--- src/rtl/pair_pwm_pkg.sv ---
package pair_pwm_pkg;

    // Number of channels joined into one pair, and their positions.
    localparam int NUM_CH  = 2;
    localparam int CH_EVEN = 0;
    localparam int CH_ODD  = 1;

    // The pair runs only under one exact combination of mode bits.
    function automatic logic pair_mode_on(input logic qdec,
                                          input logic dcap,
                                          input logic pair,
                                          input logic center);
        return !qdec && !dcap && pair && !center;
    endfunction

endpackage

--- src/rtl/pair_pwm_counter.sv ---
module pair_pwm_counter #(
    parameter int W = 16
) (
    input  logic         clk,
    input  logic         rst_n,
    input  logic [W-1:0] init_val,
    input  logic [W-1:0] mod_act,
    output logic [W-1:0] cnt,
    output logic         wrap
);

    typedef struct packed {
        logic [W-1:0] cnt;
    } cnt_state_t;

    cnt_state_t st_d, st_q;

    always_comb begin
        st_d = st_q;
        wrap = (st_q.cnt == mod_act);
        if (wrap) begin
            st_d.cnt = init_val;
        end else begin
            st_d.cnt = st_q.cnt + W'(1);
        end
    end

    always_ff @(posedge clk or negedge rst_n) begin
        if (!rst_n) begin
            st_q <= '0;
        end else begin
            st_q <= st_d;
        end
    end

    assign cnt = st_q.cnt;

endmodule

--- src/rtl/pair_pwm_shadow.sv ---
module pair_pwm_shadow #(
    parameter int W = 16
) (
    input  logic         clk,
    input  logic         rst_n,
    input  logic         load,
    input  logic [W-1:0] mod_in,
    input  logic [W-1:0] cmp_a_in,
    input  logic [W-1:0] cmp_b_in,
    output logic [W-1:0] mod_act,
    output logic [W-1:0] cmp_a_act,
    output logic [W-1:0] cmp_b_act
);

    typedef struct packed {
        logic [W-1:0] modv;
        logic [W-1:0] cmp_a;
        logic [W-1:0] cmp_b;
    } shadow_state_t;

    shadow_state_t st_d, st_q;

    always_comb begin
        st_d = st_q;
        if (load) begin
            st_d.modv  = mod_in;
            st_d.cmp_a = cmp_a_in;
            st_d.cmp_b = cmp_b_in;
        end
    end

    always_ff @(posedge clk or negedge rst_n) begin
        if (!rst_n) begin
            st_q <= '0;
        end else begin
            st_q <= st_d;
        end
    end

    assign mod_act   = st_q.modv;
    assign cmp_a_act = st_q.cmp_a;
    assign cmp_b_act = st_q.cmp_b;

endmodule

--- src/rtl/pair_pwm_edge.sv ---
module pair_pwm_edge #(
    parameter int W = 16
) (
    input  logic         clk,
    input  logic         rst_n,
    input  logic         enable,
    input  logic         wrap,
    input  logic [W-1:0] cnt,
    input  logic [W-1:0] cmp_a,
    input  logic [W-1:0] cmp_b,
    output logic         on
);

    typedef struct packed {
        logic on;
    } edge_state_t;

    edge_state_t st_d, st_q;
    logic [W-1:0] lo_edge;
    logic [W-1:0] hi_edge;

    always_comb begin
        st_d    = st_q;
        lo_edge = (cmp_a < cmp_b) ? cmp_a : cmp_b;
        hi_edge = (cmp_a < cmp_b) ? cmp_b : cmp_a;
        // The trailing edge is checked before the leading one, so equal
        // compare values never open a pulse.
        if (!enable || wrap) begin
            st_d.on = 1'b0;
        end else if (cnt == hi_edge) begin
            st_d.on = 1'b0;
        end else if (cnt == lo_edge) begin
            st_d.on = 1'b1;
        end
    end

    always_ff @(posedge clk or negedge rst_n) begin
        if (!rst_n) begin
            st_q <= '0;
        end else begin
            st_q <= st_d;
        end
    end

    assign on = st_q.on;

endmodule

--- src/rtl/pair_pwm_flag.sv ---
module pair_pwm_flag (
    input  logic clk,
    input  logic rst_n,
    input  logic hit,
    input  logic clr,
    input  logic irq_en,
    output logic flag,
    output logic irq
);

    typedef struct packed {
        logic flag;
    } flag_state_t;

    flag_state_t st_d, st_q;

    always_comb begin
        st_d = st_q;
        if (hit) begin
            st_d.flag = 1'b1;
        end else if (clr) begin
            st_d.flag = 1'b0;
        end
    end

    always_ff @(posedge clk or negedge rst_n) begin
        if (!rst_n) begin
            st_q <= '0;
        end else begin
            st_q <= st_d;
        end
    end

    assign flag = st_q.flag;
    assign irq  = st_q.flag & irq_en;

endmodule

--- src/rtl/pair_pwm_gen.sv ---
module pair_pwm_gen
    import pair_pwm_pkg::*;
#(
    parameter int CNT_W = 16
) (
    input  logic             clk,
    input  logic             rst_n,
    input  logic [CNT_W-1:0] init_cnt,
    input  logic [CNT_W-1:0] modulus,
    input  logic [CNT_W-1:0] cmp_even,
    input  logic [CNT_W-1:0] cmp_odd,
    input  logic             qdec_en,
    input  logic             dcap_en,
    input  logic             pair_en,
    input  logic             center_en,
    input  logic             pol_inv,
    input  logic             irq_en_even,
    input  logic             irq_en_odd,
    input  logic             clr_even,
    input  logic             clr_odd,
    output logic             pwm_out,
    output logic             flag_even,
    output logic             flag_odd,
    output logic             irq_even,
    output logic             irq_odd
);

    logic             mode_ok;
    logic             wrap;
    logic             on_lvl;
    logic [CNT_W-1:0] cnt;
    logic [CNT_W-1:0] mod_act;
    logic [CNT_W-1:0] c0_act;
    logic [CNT_W-1:0] c1_act;

    logic [CNT_W-1:0] cmp_act [NUM_CH];
    logic [NUM_CH-1:0] hit_v;
    logic [NUM_CH-1:0] clr_v;
    logic [NUM_CH-1:0] en_v;
    logic [NUM_CH-1:0] flag_v;
    logic [NUM_CH-1:0] irq_v;

    assign mode_ok = pair_mode_on(qdec_en, dcap_en, pair_en, center_en);

    pair_pwm_counter #(.W(CNT_W)) u_cnt (
        .clk      (clk),
        .rst_n    (rst_n),
        .init_val (init_cnt),
        .mod_act  (mod_act),
        .cnt      (cnt),
        .wrap     (wrap)
    );

    pair_pwm_shadow #(.W(CNT_W)) u_shadow (
        .clk       (clk),
        .rst_n     (rst_n),
        .load      (wrap),
        .mod_in    (modulus),
        .cmp_a_in  (cmp_even),
        .cmp_b_in  (cmp_odd),
        .mod_act   (mod_act),
        .cmp_a_act (c0_act),
        .cmp_b_act (c1_act)
    );

    pair_pwm_edge #(.W(CNT_W)) u_edge (
        .clk    (clk),
        .rst_n  (rst_n),
        .enable (mode_ok),
        .wrap   (wrap),
        .cnt    (cnt),
        .cmp_a  (c0_act),
        .cmp_b  (c1_act),
        .on     (on_lvl)
    );

    assign cmp_act[CH_EVEN] = c0_act;
    assign cmp_act[CH_ODD]  = c1_act;
    assign clr_v  = {clr_odd, clr_even};
    assign en_v   = {irq_en_odd, irq_en_even};

    for (genvar i = 0; i < NUM_CH; i++) begin : g_chan
        assign hit_v[i] = mode_ok && (cnt == cmp_act[i]);

        pair_pwm_flag u_flag (
            .clk    (clk),
            .rst_n  (rst_n),
            .hit    (hit_v[i]),
            .clr    (clr_v[i]),
            .irq_en (en_v[i]),
            .flag   (flag_v[i]),
            .irq    (irq_v[i])
        );
    end

    assign pwm_out   = on_lvl ^ pol_inv;
    assign flag_even = flag_v[CH_EVEN];
    assign flag_odd  = flag_v[CH_ODD];
    assign irq_even  = irq_v[CH_EVEN];
    assign irq_odd   = irq_v[CH_ODD];

endmodule

--- config.mk ---
export PLATFORM = sky130hd
export DESIGN_NAME = pair_pwm_gen
export DESIGN_NICKNAME = d
export VERILOG_FILES = /design/src/rtl/pair_pwm_pkg.sv /design/src/rtl/pair_pwm_counter.sv /design/src/rtl/pair_pwm_shadow.sv /design/src/rtl/pair_pwm_edge.sv /design/src/rtl/pair_pwm_flag.sv /design/src/rtl/pair_pwm_gen.sv
export SDC_FILE = /design/constraint.sdc
export NUM_CORES = 1
export LEC_CHECK = 0
export BUFFER_PORTS_ARGS = -buffer_cell sky130_fd_sc_hd__buf_2
export CORE_MARGIN = 2
export CORE_UTILIZATION = 30
export DETAILED_ROUTE_END_ITERATION = 16
export PLACE_DENSITY = 0.51
export SLEW_MARGIN = 40
export SYNTH_ARGS = -nofsm -noshare
export SYNTH_HDL_FRONTEND = slang
export SYNTH_SLANG_ARGS = --single-unit
--- constraint.sdc ---
create_clock -name clk -period 2.9 [get_ports clk]
set_input_delay 0.58 -clock clk [delete_from_list [all_inputs] [get_ports clk]]
set_output_delay 0.58 -clock clk [all_outputs]
set_load 0.02 [all_outputs]
==> results.md <==
Run status:
- The run finished with clean final reports.

Finish:
- Measured on the finished design, the core utilization comes to 37.6%.
- The number of antenna diodes in the final layout is 0.
- The most frequent standard cell in the layout excluding fill and tap cells is sky130_fd_sc_hd__buf_2.
- The multi-input combinational cells in the finished layout cover a total of 2050 sq um.
- The sequential cells in the finished layout cover a total of 1680 sq um.
- The layout has 1283 filler cells.
- The net count of the finished layout is 562.
- In the layout the commonest cells are sky130_fd_sc_hd__buf_2, sky130_fd_sc_hd__dfrtp_1, sky130_fd_sc_hd__xnor2_1, sky130_fd_sc_hd__nand2_1, sky130_fd_sc_hd__o21ai_0.
- The area added between synthesis and finish is 21.3%.
- The post-route netlist has 29.9% of its cells at a drive strength greater than 1.
- The post-route cell area is 4800 sq um.

Drt:
- The vias after detailed routing is 3026.
- After detailed routing, the number of vias per cell comes to 4.68.
- The post-detailed-route count of antenna-violating nets is 0.
- The iteration count of the initial detailed-routing pass is 4.
- The final layout contains routed wiring with a total length of 9.80 mm.
- The final routed wire length divided by cell count is 15.2 um.
- After detailed routing, the number of remaining DRC violations is 0.
- The first-iteration detailed-routing DRC count is 149.

STA:
- The post-route clock skew is 0.00899 ns.
- Setup violations remaining at the end of the flow were counted as 0.
- The fraction of the cycle the final worst path needs is 86.2%.
- The post-layout worst setup margin is 0.399 ns.
- Setup repair after global routing left no endpoint under its margin.
- The number of pins exceeding their max-slew limit in the final report is 0.
- The top achievable clock speed is 400 MHz.
- Setup total negative slack on the finished layout was measured at 0 ns.
- Subtracting the final worst setup slack from the clock period gives 2.50 ns.
- The number of hold violations in the final report was 0.
- Measured against its own limit, the worst slew margin works out to 58.7%.
- At the pin with the least slew margin, the transition time is 0.611 ns.

Floorplanning:
- The effective utilization at floorplan is 31.0%.
- The die covers 14100 sq um.
- The overall die width is 119 um.
- The die extent in y is 119 um.
- In this run the standard cell core region covers 12800 sq um.
- The total I/O pin count is 80.
- Row generation in the floorplan step produced 41 rows.

Yosys:
- The fraction of registers with async set or reset after synthesis is 100%.
- The share of the Yosys chip area taken by registers is 42.3%.
- Synthesis produced a netlist with a net count of 492.
- The total of warnings raised by yosys is 0.
- The number of flops mapped to enable cells by yosys is 0.
- The count of mapped cells out of synthesis is 401.
- The most common flop cell mapped by yosys is sky130_fd_sc_hd__dfrtp_1.
- Synthesis inferred 67 register bits.
- In this run the cell area of the synthesized design comes to 3960 sq um.
- After synthesis, the mean cell area works out to 9.88 sq um.
- In this run, distinct cell masters in the synthesized netlist total 47.

Clock network:
- Clock latency on the worst-skew pair, taken at its later pin, is 0.33 ns.
- The clock root buffer master is sky130_fd_sc_hd__clkbuf_16.
- The register clock-pin slew on the reported worst setup and hold paths is 0.05 ns.
- In this run the number of H-tree levels came out at 3.
- For this design, the sink count on the clock tree is 67.
- Hold repair after CTS inserted 0 buffers.
- Once the clock tree was built, the resizer swapped 0 gates to a different size.
- The clock passes through at most 2 buffers.
- TritonCTS built the clock tree.
- Buffers added to address setup during post-CTS repair amount to 0.
- The number of clock buffers added by TritonCTS is 9.

Power and ir drop:
- The maximum VDD drop is 0.298 mV.
- Dividing total power by cell area gives a power density of 641 nW/um^2.
- The static leakage is 0.00205 uW.
- After layout, the design draws a total of 3080 uW.

Global route:
- The first global-routing pass estimated 16.4 mm of wire.
- The largest net degree at the start of global routing is 58.
- The via count of the first global-routing pass came to 3192.
- The all-layer global routing usage is 14.8%.
- The total overflow left after global routing is 0.
- The number of antenna violations at the first check in global routing is 0.

Placed design:
- After legalization and detailed placement, the total HPWL measured 7.69 mm.
- The count of buffers inserted at the top-level ports is 79.
- The final weighted congestion of routability-driven global placement is 0.812.
- The cell area reported after detailed placement is 4500 sq um.
- Prior to clock tree synthesis, the placed netlist has a worst setup slack of 0.405 ns.

Hold path:
- In this run the worst hold path is classified as in -> async.

Setup path:
- The category of the most critical setup path is reg -> reg.
- The required time reported for the critical path endpoint is 3.14 ns.
- STA classifies the critical path endpoint as a register.
- The worst reg2reg path startpoint is u_shadow.cmp_b_act[13]$_DFFE_PN0P_.
- The setup check on the worst reg-to-reg path leaves a slack of 0.40 ns.
- The type of element launching the critical path is a register.
- The largest fanout on the critical path is 13.
- For the worst flop-to-flop path, the logic depth is 10.
- The worst register-to-register path ends at u_edge.on$_DFFE_PN0P_.
- STA puts the critical path data arrival time at 2.74 ns.

Job:
- The tool flagged a number of max-cap violations equal to 0.
-- synth_stat cells (4+ instances only) --
library cell	n	area share, %
sky130_fd_sc_hd__inv_1	27	2.6
sky130_fd_sc_hd__xor2_1	11	2.4
sky130_fd_sc_hd__nand2_1	47	4.5
sky130_fd_sc_hd__nand4_1	12	1.9
sky130_fd_sc_hd__o21ai_0	35	4.4
sky130_fd_sc_hd__nand3_1	9	1.1
sky130_fd_sc_hd__ha_1	16	5.1
sky130_fd_sc_hd__buf_6	4	1.1
sky130_fd_sc_hd__xnor2_1	47	10
sky130_fd_sc_hd__mux2_2	32	9.1
sky130_fd_sc_hd__a21oi_1	11	1.4
sky130_fd_sc_hd__nor2_1	12	1.1
sky130_fd_sc_hd__buf_2	7	0.88
sky130_fd_sc_hd__clkbuf_1	15	1.4
sky130_fd_sc_hd__dfrtp_1	67	42
-- flip-flops by register name, summed over array words and instances (netlist names) --
register / cells
u_edge.on: 1
u_cnt.cnt: 16
u_shadow.mod_act: 16
u_shadow.cmp_a_act: 16
g_chan.u_flag.flag: 2
u_shadow.cmp_b_act: 16
-- final cells by class --
| cell class | count | area share (%) |
|---|---|---|
| multi-input cells | 280 | 42.6 |
| inverters | 27 | 2.11 |
| well taps | 172 | 4.48 |
| flip-flops and latches | 67 | 34.9 |
| clock buffers | 11 | 5.26 |
| clock inverters | 4 | 1.04 |
| repair buffers | 86 | 9.58 |
-- where the power goes --
group,switching [uW],internal (uW),total (uW)
sequential,250,1050,1300
combinational,309,369,679
clock,400,705,1110
total,958,2120,3080
-- cell families (layout without fill, tap and decap cells) --
group | Yosys count | count (layout) | synth area share, %
AOI/OAI and AO/OA | 68 | 68 | 11.0
xor gates and xnor gates | 58 | 58 | 12.8
adders and majority gates | 16 | 16 | 5.05
buffers and inverters | 54 | 128 | 6.19
DFF | 67 | 67 | 42.3
muxes | 35 | 35 | 9.98
and+or+nand+nor | 103 | 103 | 12.6
-- through the flow --
step / instances / hold slack [ns]
2_1_floorplan: 401 / 0.284
6_report: 647 / 0.266
3_5_place_dp: 632 / 0.520
3_3_place_gp: 632 / 0.514
4_1_cts: 647 / 0.281
5_1_grt: 647 / 0.317
-- worst max-delay path, stage by stage (launching register included) --
cell	delay, ns
sky130_fd_sc_hd__dfrtp_1	0.37
sky130_fd_sc_hd__inv_1	0.08
sky130_fd_sc_hd__ha_1	0.30
sky130_fd_sc_hd__nand4_1	0.16
sky130_fd_sc_hd__nand3b_1	0.21
sky130_fd_sc_hd__o31ai_1	0.20
sky130_fd_sc_hd__o21bai_4	0.26
sky130_fd_sc_hd__mux2_4	0.34
sky130_fd_sc_hd__a22oi_2	0.18
sky130_fd_sc_hd__a31oi_1	0.12
sky130_fd_sc_hd__a311oi_2	0.18
-- how the worst max path moves through the flow --
stage | from | end | cells after the start
global route | u_shadow.cmp_b_act[13]$_DFFE_PN0P_ | u_edge.on$_DFFE_PN0P_ | 10
global placement | u_shadow.cmp_b_act[13]$_DFFE_PN0P_ | u_edge.on$_DFFE_PN0P_ | 10
floorplan | u_shadow.cmp_a_act[15]$_DFFE_PN0P_ | u_edge.on$_DFFE_PN0P_ | 9
detailed placement | u_shadow.cmp_b_act[13]$_DFFE_PN0P_ | u_edge.on$_DFFE_PN0P_ | 10
CTS | u_shadow.cmp_b_act[13]$_DFFE_PN0P_ | u_edge.on$_DFFE_PN0P_ | 10
finish | u_shadow.cmp_b_act[13]$_DFFE_PN0P_ | u_edge.on$_DFFE_PN0P_ | 10
-- routing by layer --
| layer | track usage [%] | wire length [um] | vias to the layer above |
|---|---|---|---|
| li1 | - | - | 1499 |
| met1 | 20.0 | 4630 | 1453 |
| met2 | 24.0 | 4610 | 64 |
| met3 | 2.39 | 409 | 10 |
| met4 | 5.36 | 159 | 0 |
| met5 | 0 | 0 | - |
(Power assumes the default switching activity.)
